<file path="src/rtl/initseq_pkg.sv">
`timescale 1ns/1ps
package initseq_pkg;
  localparam int OP_W   = 4;
  localparam int ADDR_W = 24;
  localparam int OPND_W = 32;
  localparam int HALF_W = OPND_W / 2;
  localparam int CMD_W  = OP_W + ADDR_W + OPND_W;

  // opcode values; everything above OP_IF_ANY is illegal
  typedef enum logic [OP_W-1:0] {
    OP_RD     = 4'd0,
    OP_WR     = 4'd1,
    OP_BURST  = 4'd2,
    OP_ZFILL  = 4'd3,
    OP_FILL64 = 4'd4,
    OP_IF_ALL = 4'd5,
    OP_IF_ANY = 4'd6
  } op_e;

  typedef struct packed {
    logic [OP_W-1:0]   op;
    logic [ADDR_W-1:0] addr;
    logic [HALF_W-1:0] hi;   // length or mask
    logic [HALF_W-1:0] lo;   // offset, skip or immediate low half
  } cmd_t;
endpackage

</file>
<file path="src/rtl/initseq_cond.sv">
`timescale 1ns/1ps
module initseq_cond #(
  parameter int W = 16
) (
  input  logic         any_mode,
  input  logic [W-1:0] flags,
  input  logic [W-1:0] mask,
  output logic         skip
);
  logic [W-1:0] hit;

  assign hit = flags & mask;

  // all-of test skips on any missing bit, any-of test skips on no bit
  always_comb begin
    if (any_mode) skip = (hit == '0);
    else          skip = (hit != mask);
  end
endmodule

</file>
<file path="src/rtl/initseq_beat.sv">
`timescale 1ns/1ps
module initseq_beat #(
  parameter int CNT_W = 17,
  parameter int CHUNK = 8
) (
  input  logic             clk,
  input  logic             rst_n,
  input  logic             load,
  input  logic [CNT_W-1:0] total,
  input  logic             chunked,
  input  logic             step,
  output logic [CNT_W-1:0] k,
  output logic             final_beat,
  output logic             chunk_end
);
  localparam int CH_W = (CHUNK > 1) ? $clog2(CHUNK) : 1;
  localparam logic [CH_W-1:0] CH_TOP = CH_W'(CHUNK - 1);

  logic [CNT_W-1:0] k_q, tot_q;
  logic [CH_W-1:0]  c_q;
  logic             chunked_q;

  always_ff @(posedge clk or negedge rst_n) begin
    if (!rst_n) begin
      k_q       <= '0;
      tot_q     <= '0;
      c_q       <= '0;
      chunked_q <= 1'b0;
    end else if (load) begin
      k_q       <= '0;
      tot_q     <= total;
      c_q       <= '0;
      chunked_q <= chunked;
    end else if (step) begin
      k_q <= k_q + CNT_W'(1);
      c_q <= chunk_end ? '0 : c_q + CH_W'(1);
    end
  end

  assign k          = k_q;
  assign final_beat = (k_q == tot_q - CNT_W'(1));
  assign chunk_end  = final_beat || (chunked_q && (c_q == CH_TOP));


  beat_in_range_chk: assert property (@(posedge clk) disable iff (!rst_n)
    step |-> (k_q < tot_q));
endmodule

</file>
<file path="src/rtl/initseq_busreg.sv">
`timescale 1ns/1ps
module initseq_busreg #(
  parameter int AW = 24,
  parameter int DW = 32
) (
  input  logic          clk,
  input  logic          rst_n,
  input  logic          load,
  input  logic          in_write,
  input  logic [AW-1:0] in_addr,
  input  logic [DW-1:0] in_data,
  input  logic          in_last,
  input  logic          ready,
  output logic          valid,
  output logic          write,
  output logic [AW-1:0] addr,
  output logic [DW-1:0] data,
  output logic          last,
  output logic          taken
);
  always_ff @(posedge clk or negedge rst_n) begin
    if (!rst_n) begin
      valid <= 1'b0;
      write <= 1'b0;
      addr  <= '0;
      data  <= '0;
      last  <= 1'b0;
    end else if (load) begin
      valid <= 1'b1;
      write <= in_write;
      addr  <= in_addr;
      data  <= in_data;
      last  <= in_last;
    end else if (valid && ready) begin
      valid <= 1'b0;
    end
  end

  assign taken = valid && ready;


  hold_stable_chk: assert property (@(posedge clk) disable iff (!rst_n)
    (valid && !ready) |=> (valid && $stable(addr) && $stable(data)
                           && $stable(write) && $stable(last)));


  no_overwrite_chk: assert property (@(posedge clk) disable iff (!rst_n)
    load |-> !valid);
endmodule

</file>
<file path="src/rtl/initseq_top.sv">
`timescale 1ns/1ps
module initseq_top
  import initseq_pkg::*;
#(
  parameter int IDX_W       = 8,
  parameter int DAT_AW      = 10,
  parameter int CHUNK_WORDS = 8
) (
  input  logic              clk,
  input  logic              rst_n,
  input  logic              start,
  input  logic [IDX_W-1:0]  first_idx,
  input  logic [IDX_W-1:0]  last_idx,
  input  logic [HALF_W-1:0] mode_flags,
  output logic [IDX_W-1:0]  cmd_raddr,
  input  logic [CMD_W-1:0]  cmd_rdata,
  output logic [DAT_AW-1:0] dat_raddr,
  input  logic [OPND_W-1:0] dat_rdata,
  output logic              bus_valid,
  input  logic              bus_ready,
  output logic              bus_write,
  output logic [ADDR_W-1:0] bus_addr,
  output logic [OPND_W-1:0] bus_wdata,
  output logic              bus_last,
  output logic              busy,
  output logic              done,
  output logic              err
);
  localparam int CNT_W = HALF_W + 1;
  localparam int SUM_W = ((IDX_W > HALF_W) ? IDX_W : HALF_W) + 2;

  typedef enum logic [3:0] {
    S_IDLE, S_FETCH, S_DECODE, S_PAT_LO, S_PAT_HI, S_PAT_CAP,
    S_PREP, S_LOAD, S_WAIT, S_DONE
  } st_e;

  st_e               st_q, st_d;
  logic [IDX_W-1:0]  idx_q, end_q;
  logic              err_q;
  logic [OP_W-1:0]   op_q;
  logic [ADDR_W-1:0] addr_q;
  logic [OPND_W-1:0] imm_q;
  logic [OPND_W-1:0] lo_q, hi_q;

  cmd_t cmd_w;
  assign cmd_w = cmd_t'(cmd_rdata);

  // ---------------- condition and index arithmetic ----------------
  logic is_cond, cd_skip;
  assign is_cond = (cmd_w.op == OP_IF_ALL) || (cmd_w.op == OP_IF_ANY);

  initseq_cond #(.W(HALF_W)) u_cond (
    .any_mode (cmd_w.op == OP_IF_ANY),
    .flags    (mode_flags),
    .mask     (cmd_w.hi),
    .skip     (cd_skip)
  );

  logic [SUM_W-1:0] nxt_plain, adv_sum;
  logic             adv_end;
  always_comb begin
    nxt_plain = SUM_W'(idx_q) + SUM_W'(1);
    adv_sum   = nxt_plain;
    if (st_q == S_DECODE && is_cond && cd_skip)
      adv_sum = nxt_plain + SUM_W'(cmd_w.lo);
    adv_end = (adv_sum >= SUM_W'(end_q));
  end

  // ---------------- beat counter ----------------
  logic             bt_load, bt_chunked, bt_final, bt_chunk_end, bt_step;
  logic [CNT_W-1:0] bt_total, bt_k;

  always_comb begin
    case (cmd_w.op)
      OP_BURST, OP_ZFILL: bt_total = {1'b0, cmd_w.hi};
      OP_FILL64:          bt_total = {cmd_w.hi, 1'b0};
      default:            bt_total = CNT_W'(1);
    endcase
  end
  assign bt_chunked = (cmd_w.op == OP_ZFILL) || (cmd_w.op == OP_FILL64);
  assign bt_load    = (st_q == S_DECODE);

  initseq_beat #(.CNT_W(CNT_W), .CHUNK(CHUNK_WORDS)) u_beat (
    .clk        (clk),
    .rst_n      (rst_n),
    .load       (bt_load),
    .total      (bt_total),
    .chunked    (bt_chunked),
    .step       (bt_step),
    .k          (bt_k),
    .final_beat (bt_final),
    .chunk_end  (bt_chunk_end)
  );

  // ---------------- bus output stage ----------------
  logic              br_load, br_taken;
  logic [OPND_W-1:0] beat_data;
  logic [ADDR_W-1:0] beat_addr;

  always_comb begin
    case (op_q)
      OP_WR:     beat_data = imm_q;
      OP_BURST:  beat_data = dat_rdata;
      OP_FILL64: beat_data = bt_k[0] ? hi_q : lo_q;
      default:   beat_data = '0;
    endcase
  end
  assign beat_addr = addr_q + ADDR_W'({bt_k, 2'b00});
  assign br_load   = (st_q == S_LOAD);
  assign bt_step   = br_taken;

  initseq_busreg #(.AW(ADDR_W), .DW(OPND_W)) u_busreg (
    .clk      (clk),
    .rst_n    (rst_n),
    .load     (br_load),
    .in_write (op_q != OP_RD),
    .in_addr  (beat_addr),
    .in_data  (beat_data),
    .in_last  (bt_chunk_end),
    .ready    (bus_ready),
    .valid    (bus_valid),
    .write    (bus_write),
    .addr     (bus_addr),
    .data     (bus_wdata),
    .last     (bus_last),
    .taken    (br_taken)
  );

  // ---------------- memory addressing ----------------
  logic [CNT_W:0] dsum;
  always_comb begin
    case (st_q)
      S_PAT_LO: dsum = {2'b00, imm_q[HALF_W-1:0]};
      S_PAT_HI: dsum = {2'b00, imm_q[HALF_W-1:0]} + (CNT_W+1)'(1);
      default:  dsum = {2'b00, imm_q[HALF_W-1:0]} + {1'b0, bt_k};
    endcase
  end
  assign dat_raddr = DAT_AW'(dsum);
  assign cmd_raddr = idx_q;

  // ---------------- sequencing ----------------
  logic do_adv, do_err;

  always_comb begin
    st_d   = st_q;
    do_adv = 1'b0;
    do_err = 1'b0;
    case (st_q)
      S_IDLE:   if (start) st_d = (first_idx >= last_idx) ? S_DONE : S_FETCH;
      S_FETCH:  st_d = S_DECODE;
      S_DECODE: begin
        case (cmd_w.op)
          OP_RD, OP_WR:        st_d = S_LOAD;
          OP_BURST:            if (cmd_w.hi == '0) do_adv = 1'b1; else st_d = S_PREP;
          OP_ZFILL:            if (cmd_w.hi == '0) do_adv = 1'b1; else st_d = S_LOAD;
          OP_FILL64:           if (cmd_w.hi == '0) do_adv = 1'b1; else st_d = S_PAT_LO;
          OP_IF_ALL, OP_IF_ANY: do_adv = 1'b1;
          default: begin
            do_err = 1'b1;
            st_d   = S_DONE;
          end
        endcase
      end
      S_PAT_LO:  st_d = S_PAT_HI;
      S_PAT_HI:  st_d = S_PAT_CAP;
      S_PAT_CAP: st_d = S_LOAD;
      S_PREP:    st_d = S_LOAD;
      S_LOAD:    st_d = S_WAIT;
      S_WAIT: begin
        if (br_taken) begin
          if (bt_final)              do_adv = 1'b1;
          else if (op_q == OP_BURST) st_d = S_PREP;
          else                       st_d = S_LOAD;
        end
      end
      S_DONE:  st_d = S_IDLE;
      default: st_d = S_IDLE;
    endcase
    if (do_adv) st_d = adv_end ? S_DONE : S_FETCH;
  end

  always_ff @(posedge clk or negedge rst_n) begin
    if (!rst_n) begin
      st_q   <= S_IDLE;
      idx_q  <= '0;
      end_q  <= '0;
      err_q  <= 1'b0;
      op_q   <= '0;
      addr_q <= '0;
      imm_q  <= '0;
      lo_q   <= '0;
      hi_q   <= '0;
    end else begin
      st_q <= st_d;
      if (st_q == S_IDLE && start) begin
        idx_q <= first_idx;
        end_q <= last_idx;
        err_q <= 1'b0;
      end
      if (do_adv) idx_q <= IDX_W'(adv_sum);
      if (do_err) err_q <= 1'b1;
      if (st_q == S_DECODE) begin
        op_q   <= cmd_w.op;
        addr_q <= cmd_w.addr;
        imm_q  <= {cmd_w.hi, cmd_w.lo};
      end
      if (st_q == S_PAT_HI)  lo_q <= dat_rdata;
      if (st_q == S_PAT_CAP) hi_q <= dat_rdata;
    end
  end

  assign busy = (st_q != S_IDLE);
  assign done = (st_q == S_DONE);
  assign err  = err_q;


  empty_range_chk: assert property (@(posedge clk) disable iff (!rst_n)
    (st_q == S_IDLE && start && first_idx == last_idx) |=> done);


  done_pulse_chk: assert property (@(posedge clk) disable iff (!rst_n)
    done |=> !done);


  err_sticky_chk: assert property (@(posedge clk) disable iff (!rst_n)
    (err && !(st_q == S_IDLE && start)) |=> err);


  err_quiet_chk: assert property (@(posedge clk) disable iff (!rst_n)
    err |-> !bus_valid);


  fetch_range_chk: assert property (@(posedge clk) disable iff (!rst_n)
    (st_q == S_FETCH) |-> (idx_q < end_q));
endmodule

</file>
<file path="config.mk">
export PLATFORM = sky130hd
export DESIGN_NAME = initseq_top
export DESIGN_NICKNAME = d
export VERILOG_FILES = /design/src/rtl/initseq_pkg.sv /design/src/rtl/initseq_cond.sv /design/src/rtl/initseq_beat.sv /design/src/rtl/initseq_busreg.sv /design/src/rtl/initseq_top.sv
export SDC_FILE = /design/constraint.sdc
export NUM_CORES = 1
export LEC_CHECK = 0
export BUFFER_PORTS_ARGS = -buffer_cell sky130_fd_sc_hd__buf_2
export CORE_MARGIN = 2
export CORE_UTILIZATION = 40
export DETAILED_ROUTE_END_ITERATION = 6
export PLACE_DENSITY_LB_ADDON = 0.12
export SYNTH_ARGS = -nofsm -noshare
export SYNTH_HDL_FRONTEND = slang
export SYNTH_HIERARCHICAL = 1
export SYNTH_SLANG_ARGS = --single-unit
</file>
<file path="constraint.sdc">
create_clock -name clk -period 5.41 [get_ports clk]
set_input_delay 0.2705 -clock clk [delete_from_list [all_inputs] [get_ports clk]]
set_output_delay 0.2705 -clock clk [all_outputs]
set_load 0.02 [all_outputs]
</file>
==> flow_summary.yaml, run 1 <==
sta:
  finalHoldViolations: 0
  skew_ns: 0.02184
  max_freq_mhz: 224.1
  setup_viol: 0
  final.setup.tns_ns: 0
  slew_headroom_pct: 25.43
  rsz0062_at_grt: "no"
  finalCritPeriodShare_pct: 82.47
  drv_slew: 0
  tightest_slew_ns: 1.113
  final.min_clock_period_ns: 4.462
logic_synthesis:
  ys_ff_latch: 242
  synth_warnings: 6
  synthesis.area_mm2: 0.01407
  async_reset_ff_share_pct: 100.0
  synth_edf_count: 0
  yosysSeqAreaShare_pct: 43.05
  synth_area_leader_cell: "dfrtp_1"
  synth_cell_type_count: 79
  synth_top_area_share_pct: 43.05
  syn-num-nets: 1477
  avgSynthCellArea_um2: 10.91
  synth_flop_cell: "dfrtp_1"
  synthTopCellsByArea: "dfrtp_1 (43%), mux2_2 (15%), ha_1 (5.1%)"
  synth_cells: 1289
min_path:
  worstHoldPathType: "in2reg"
  min_path_cells: 2
critical_path:
  worst_r2r_startpoint: "u_beat/tot_q[0]"
  critPathLaunchType: "register"
  crit_arrival_ns: 4.19
  required_ns: 5.14
  cp_max_fo: 11
  r2r_end: "cmd_raddr[7]"
  r2r_slack_ns: 1.45
  cp-endpoint: "dat_raddr[9]"
  startpoint: "st_q[3]"
  end_kind: "output pin"
  reg2regPathDepth: 14
  crit_type: "reg2out"
route:
  routed_via_density: 5.325
  drtAntennaViolNets: 0
  vias: 10840
  wl_per_cell_um: 19.10
  wirelength_um: 38900
  drc: 0
  dr.pass1.iters: 5
  drt_iter0_markers: 476
global_route:
  track_usage_pct: 21.28
  top_usage_layer: "met2"
  grt_overflow_total: 0
  antenna_found_initial: 3
  grtUsageMet2_pct: 36.45
  use_met3_pct: 4.002
  grt_max_degree: 129
  grt_util_met1_pct: 27.82
  grt_pass1_vias: 10960
  grt_pass1_wl_um: 61280
clock_tree:
  ctsLongestPathBuffers: 3
  htreeDepth: 1
  tritoncts: "yes"
  clk-insertion-delay-late_ns: 0.57
  clkTransAtPathRegs_ns: 0.06
  root_buffer: "clkbuf_16"
  clkSinkCount: 242
  cts_buffers: 29
  cts_setup_buffers: 0
layout:
  drive_gt1_share_pct: 31.35
  syn_to_final_growth_pct: 23.39
  ff_latch_area_mm2: 0.006057
  multiInputGateArea_mm2: 0.007538
  nets: 1744
  fill_cells: 3181
floorplanning:
  die_h_um: 191.5
  die_w_um: 191.5
  ioPinCount: 208
  dieArea_mm2: 0.03668
  start_util_pct: 40.62
  row_count: 68
  coreArea_mm2: 0.03463
flow_run:
  cap_violations: 0
placed_design:
  io_buffers: 207
  dp.final_hpwl_um: 27170
  gp_congestion: 0.8638
power_and_ir_drop:
  power.density_mw_per_mm2: 239.5
  leakage_nw: 8.606
  p_total_w: 0.004157
  ir_drop_mv: 0.2234
status:
  status: "finished, final reports clean"
## worst min path at each step
stage / to / slack, ns / start
2_1_floorplan: addr_q[0] / -0.03 / rst_n
3_3_place_gp: end_q[4] / 0.47 / end_q[4]
3_5_place_dp: end_q[5] / 0.48 / end_q[5]
4_1_cts: imm_q[10] / 0.01 / cmd_rdata[10]
5_1_grt: imm_q[11] / 0.03 / cmd_rdata[11]
6_report: imm_q[11] / 0.04 / cmd_rdata[11]
## metrics by stage
stage	hold slack (ns)	std cells	utilization [%]	worst slack [ns]	instance area (um2)
finish	0.04014	2036	50.12	0.9484	17360
global route	0.02640	2035	50.12	0.5616	17350
CTS	0.01235	2034	50.11	0.9371	17350
detailed placement	0.4755	1902	44.83	1.199	15520
global placement	0.4676	1902	44.83	1.287	15520
floorplan	-0.02509	1289	-	1.888	14070
## layout by cell type, fill, tap and decap left out, types with 6 or more instances in the layout
cell	instances
clkbuf_16	29
a22o_1	18
nand3_1	26
ha_1	57
o21ai_0	74
and3_1	7
nor2_1	57
and2_1	12
o21ai_1	8
o31ai_1	8
buf_2	206
mux2_2	188
o2111ai_1	7
xor2_1	39
nand2b_1	26
buf_4	12
nor3_1	13
nand2_1	63
dlygate4sd3_1	78
clkbuf_8	7
dfrtp_1	241
nor3b_1	7
mux2i_1	45
inv_1	54
o21a_1	9
mux2_4	9
clkinv_2	6
nor2b_1	18
a21oi_1	33
a22oi_1	36
a211oi_1	11
a21o_1	14
nand4_1	9
nor4_1	13
xnor2_1	35
## cells by family after synthesis
kind of cell | Yosys count | synth area share [%]
AOI/OAI and AO/OA | 263 | 12.64
muxes | 243 | 19.29
xor gates and xnor gates | 74 | 4.608
and+or+nand+nor | 290 | 11.18
DFF | 242 | 43.05
buffers and inverters | 116 | 3.656
adders and majority gates | 61 | 5.568
## final cells by class
type,instances,share of cell area [%]
flip-flops and latches,242,34.90
well taps,455,3.280
clock buffers,39,4.801
diodes,2,0.02884
multi-input cells,931,43.43
repair buffers,298,11.16
inverters,54,1.168
clock inverters,15,1.233
## flip-flops by register name (all words and copies together), names as in the netlist, 17 cells and up
signal / flops
lo_q: 32
u_busreg/addr: 24
u_busreg/data: 32
addr_q: 24
u_beat/k: 17
hi_q: 32
imm_q: 32
u_beat/tot_q: 17
## synth_stat cells, drive strengths merged, types with 28 or more instances
cell type    n
dfrtp      242
mux2       198
o21ai       82
nand2       63
nor2        59
ha          57
inv         54
mux2i       45
xor2        39
a22oi       36
xnor2       35
a21oi       34
clkbuf      34
buf         28
## worst max-delay path, stage by stage (launching register included)
cell and delay (ns):
dfrtp_1 0.50, nand2b_1 0.31, nor3_2 0.48, nand2b_1 0.23, inv_1 0.06, ha_1 0.26
a21oi_1 0.21, o211ai_1 0.17, o41ai_1 0.41, o21ai_0 0.21, xnor2_1 0.16, nor2_1 0.22
xor2_1 0.19, buf_2 0.20
## per-layer routing
| metal | wire, um | part of all wire, % |
|---|---|---|
| met5 | 12 | 0.031 |
| met4 | 805 | 2.1 |
| met3 | 1850 | 4.8 |
| met2 | 18970 | 49 |
| met1 | 17250 | 44 |
## power breakdown
| group | internal, W | switching [W] | leakage [nW] |
|---|---|---|---|
| Combinational | 0.000101 | 0.000123 | 4.75 |
| Clock | 0.00132 | 0.000806 | 0.518 |
| Sequential | 0.00181 | 0 | 3.33 |
| Total | 0.00323 | 0.000929 | 8.61 |
## repair_timing
item                                    4_1_cts  5_1_grt
endpoints found under the hold margin       236        0
resized for setup                             0        0
hold buffers                                 78        0
endpoints found under the setup margin        0        0
Power figures use the tool's default switching activity.
==> inputs of run 2 (changes only) <==
==> constraint.sdc (replaced) <==
create_clock -name clk -period 3.8 [get_ports clk]
set_input_delay 0.19 -clock clk [delete_from_list [all_inputs] [get_ports clk]]
set_output_delay 0.19 -clock clk [all_outputs]
set_load 0.02 [all_outputs]
==> flow_summary.yaml, run 2 (synthesis gave the netlist of run 1 again) <==
power_and_ir_drop:
  power.density_mw_per_mm2: 320.5
  ir_drop_mv: 0.3357
  leakage_nw: 8.847
  p_total_w: 0.005719
layout:
  final_cell_mix: "dfrtp_1 (237), buf_2 (205), mux2_2 (188)"
  final_area_mm2: 0.01784
  layout_commonest_cell: "dfrtp_1"
  drive_gt1_share_pct: 33.01
  nets: 1799
  syn_to_final_growth_pct: 26.85
clock_tree:
  htreeDepth: 1
  tritoncts: "yes"
  clkSinkCount: 242
  ctsLongestPathBuffers: 3
  clk-insertion-delay-late_ns: 0.57
  cts_buffers: 29
  clkTransAtPathRegs_ns: 0.06
  root_buffer: "clkbuf_16"
critical_path:
  startpoint: "st_q[3]"
  crit_arrival_ns: 3.42
  r2r_slack_ns: 0.19
  reg2regPathDepth: 16
  end_kind: "output pin"
  r2r_end: "st_q[3]"
  critPathLaunchType: "register"
  cp_max_fo: 8
  crit_type: "reg2out"
  cp-endpoint: "dat_raddr[8]"
  required_ns: 3.61
  worst_r2r_startpoint: "cmd_raddr[1]"
sta:
  setup_viol: 0
  whs_ns: 0.02921
  finalCritPeriodShare_pct: 95.00
  tightest_slew_ns: 0.9399
  skew_ns: 0.02063
  drv_slew: 0
  max_freq_mhz: 277.0
  worst_slack_ns: 0.1900
  slew_headroom_pct: 37.17
  final.min_clock_period_ns: 3.610
  finalHoldViolations: 0
floorplanning:
  dieArea_mm2: 0.03668
  ioPinCount: 208
  die_w_um: 191.5
  start_util_pct: 40.62
  row_count: 68
  coreArea_mm2: 0.03463
  die_h_um: 191.5
global_route:
  antenna_found_initial: 3
  grt_overflow_total: 0
  grt_pass1_wl_um: 61790
  grt_max_degree: 110
  grt_pass1_vias: 11170
  track_usage_pct: 21.35
placed_design:
  dpl-instance-area_mm2: 0.01578
  dp_worst_setup_slack_ns: -0.02702
  gp_congestion: 0.8627
  io_buffers: 207
  dp.final_hpwl_um: 27850
min_path:
  worstHoldPathType: "in2reg"
  hp-start: "cmd_rdata[30]"
route:
  wirelength_um: 39470
  routed_via_density: 5.290
  drc: 0
  wl_per_cell_um: 18.88
  dr.pass1.iters: 7
  drt_iter0_markers: 512
  vias: 11060
  drtAntennaViolNets: 0
flow_run:
  cap_violations: 0
status:
  status: "finished, final reports clean"
[run 2: layout make-up]
type / instances / area [um2]
tap: 455 / 569.3
clock inverter: 5 / 53.80
inverter: 54 / 202.7
sequential: 242 / 6062
clock buffer: 48 / 917.1
antenna: 3 / 7.507
fill: 3138 / 16790
multi-input combinational: 931 / 7596
timing repair buffer: 353 / 2434
[run 2: how the worst min path moves through the flow]
stage	endpoint	cells past startpoint
finish	imm_q[30]	2
global route	imm_q[30]	2
CTS	imm_q[30]	2
detailed placement	u_busreg/addr[7]	1
global placement	u_busreg/addr[8]	1
floorplan	addr_q[0]	0
[run 2: critical path: stages (launching register included)]
cell and delay, ns:
dfrtp_1 0.40, nand2b_4 0.19, nor3_4 0.17, buf_6 0.15, nor2b_1 0.06, ha_1 0.33
nor2b_1 0.16, o21ai_1 0.16, a21boi_1 0.11, o21ai_1 0.19, a21boi_1 0.13, or4_1 0.48
nand3_1 0.16, buf_4 0.17
[run 2: metal layers]
metal	up-vias	part of all wire [%]	wire [um]	global-route usage, %
met4	0	2.1	833	4.586
met5	-	0	0	0
li1	5346	-	-	-
met1	5432	45	17830	28.51
met2	230	48	19050	36.41
met3	54	4.4	1752	3.415
[run 2: through the flow]
stage | TNS, ns | cells | utilization [%]
3_5_place_dp | -0.02702 | 1933 | 45.57
4_1_cts | 0 | 2085 | 51.29
5_1_grt | -0.01013 | 2089 | 51.51
3_3_place_gp | 0 | 1933 | 45.57
2_1_floorplan | 0 | 1289 | -
6_report | 0 | 2091 | 51.52
[run 2: power by group]
group          internal (W)  total, W  switching, W
Combinational      0.000166  0.000349      0.000182
Sequential          0.00258   0.00258             0
Clock               0.00170   0.00279       0.00110
[run 2: what timing repair did]
action,4_1_cts,5_1_grt
pin swaps,0,3
gates resized for setup,4,18
buffers inserted,0,3
hold buffers,99,0
hold endpoints to repair,238,0
endpoints found under the setup margin,3,6
==> inputs of run 3 (changes only) <==
==> constraint.sdc (replaced) <==
create_clock -name clk -period 4.3 [get_ports clk]
set_input_delay 0.215 -clock clk [delete_from_list [all_inputs] [get_ports clk]]
set_output_delay 0.215 -clock clk [all_outputs]
set_load 0.02 [all_outputs]
==> flow_summary.yaml, run 3 (synthesis gave the netlist of run 1 again) <==
critical_path:
  r2r_slack_ns: 0.44
  required_ns: 4.09
  end_kind: "output pin"
  crit_arrival_ns: 3.73
  critPathLaunchType: "register"
  crit_family: "simple AND/OR/NAND/NOR gates"
  crit_type: "reg2out"
  cp_max_fo: 11
  worst_r2r_startpoint: "cmd_raddr[0]"
  startpoint: "st_q[3]"
  cp_slowest_cell: "dfrtp_2"
  critPathBufInv: 3
  cp_cell_sequence: "nand2b_2, nor3_2, buf_4, or2_2, ha_1, inv_1, fa_1, nor2b_1, o21ai_1, a21boi_1, o21ai_1, a21boi_1, or4_1, nand3_1, buf_2"
  critical-path-max-stage-delay_ns: 0.49
floorplanning:
  die_w_um: 191.5
  die_h_um: 191.5
  dieArea_mm2: 0.03668
  row_count: 68
  ioPinCount: 208
  coreArea_mm2: 0.03463
  start_util_pct: 40.62
sta:
  finalHoldViolations: 0
  finalCritPeriodShare_pct: 91.67
  final.min_clock_period_ns: 3.942
  drv_slew: 0
  tightest_slew_ns: 1.122
  slew_headroom_pct: 24.82
  max_freq_mhz: 253.7
  setup_viol: 0
  whs_ns: 0.03874
  skew_ns: 0.01075
  rsz0062_at_grt: "no"
global_route:
  antenna_found_initial: 2
  grt_overflow_total: 0
  grt_pass1_wl_um: 62110
  track_usage_pct: 21.53
  grt_util_met1_pct: 28.89
  grtUsageMet2_pct: 36.07
  use_met3_pct: 3.580
  grt_max_degree: 89
  top_usage_layer: "met2"
  grt_pass1_vias: 11170
power_and_ir_drop:
  power.density_mw_per_mm2: 291.7
  leakage_nw: 8.724
  ir_drop_mv: 0.3382
  p_total_w: 0.005138
clock_tree:
  htreeDepth: 1
  cts_buffers: 29
  clkTransAtPathRegs_ns: 0.06
  tritoncts: "yes"
  cts_setup_buffers: 0
  clkSinkCount: 242
  root_buffer: "clkbuf_16"
  ctsLongestPathBuffers: 3
  clk-insertion-delay-late_ns: 0.56
route:
  wirelength_um: 39000
  drc: 0
  drtAntennaViolNets: 0
  drt_iter0_markers: 554
  vias: 10950
  dr.pass1.iters: 6
  routed_via_density: 5.306
  wl_per_cell_um: 18.89
min_path:
  worstHoldPathType: "in2reg"
  hp-start: "cmd_rdata[30]"
flow_run:
  cap_violations: 0
placed_design:
  gp_congestion: 0.8552
  io_buffers: 207
  dpl-instance-area_mm2: 0.01558
  dp_cells: 1908
  dp.final_hpwl_um: 26890
layout:
  nets: 1772
  drive_gt1_share_pct: 31.61
  final_cells: 2064
  layout_commonest_cell: "dfrtp_1"
  final_area_mm2: 0.01762
  final_cell_mix: "dfrtp_1 (239), buf_2 (206), mux2_2 (188)"
  syn_to_final_growth_pct: 25.24
status:
  status: "finished, final reports clean"
[run 3: changes by cell type in the layout (fill, tap and decap cells not counted), sizes merged]
cell	change
buf	-28
bufinv	+2
clkbuf	-9
clkinv	+6
clkinvlp	+2
diode	-1
dlygate4sd3	+1
[run 3: path summary, 6_finish.rpt]
kind                                          end  cells past startpoint
max in group asynchronous       u_busreg/data[23]                      3
worst min register to register           end_q[5]                      2
worst max-delay path                 dat_raddr[8]                     15
worst min-delay path                    imm_q[30]                      2
worst max register to register            st_q[3]                     15
min in group asynchronous        u_busreg/addr[6]                      2
[run 3: final cells by class]
| type | count | area [um2] |
|---|---|---|
| clock buffers | 39 | 843.3 |
| fillers | 3222 | 17010 |
| flip-flops and latches | 242 | 6060 |
| well taps | 455 | 569.3 |
| repair buffers | 326 | 2215 |
| diodes | 2 | 5.005 |
| clock inverters | 15 | 162.7 |
| multi-input cells | 931 | 7559 |
| inverters | 54 | 202.7 |
[run 3: per-layer routing]
metal	wire length (um)	share of wire, %
met3	1641	4.2
met4	954	2.4
met2	18400	47
met1	17990	46
met5	12	0.031
[run 3: where the power goes]
group	switching (W)	internal, W
Sequential	0	0.00228
Clock	0.00101	0.00155
Combinational	0.000156	0.000142
[run 3: through the flow]
| step | worst slack, ns | setup TNS, ns | utilization [%] |
|---|---|---|---|
| after global placement | -0.1164 | -0.1164 | 45.00 |
| final | 0.3580 | 0 | 50.87 |
| after floorplan | 0.8338 | 0 | - |
| after global routing | 0.06285 | 0 | 50.86 |
| after detailed placement | -0.1259 | -0.1259 | 45.00 |
| after CTS | 0.02402 | 0 | 50.79 |
[run 3: what timing repair did]
item / CTS / global route
hold buffers: 100 / 0
gates resized for setup: 0 / 8
endpoints found under the hold margin: 216 / 0
setup endpoints to repair: 0 / 4
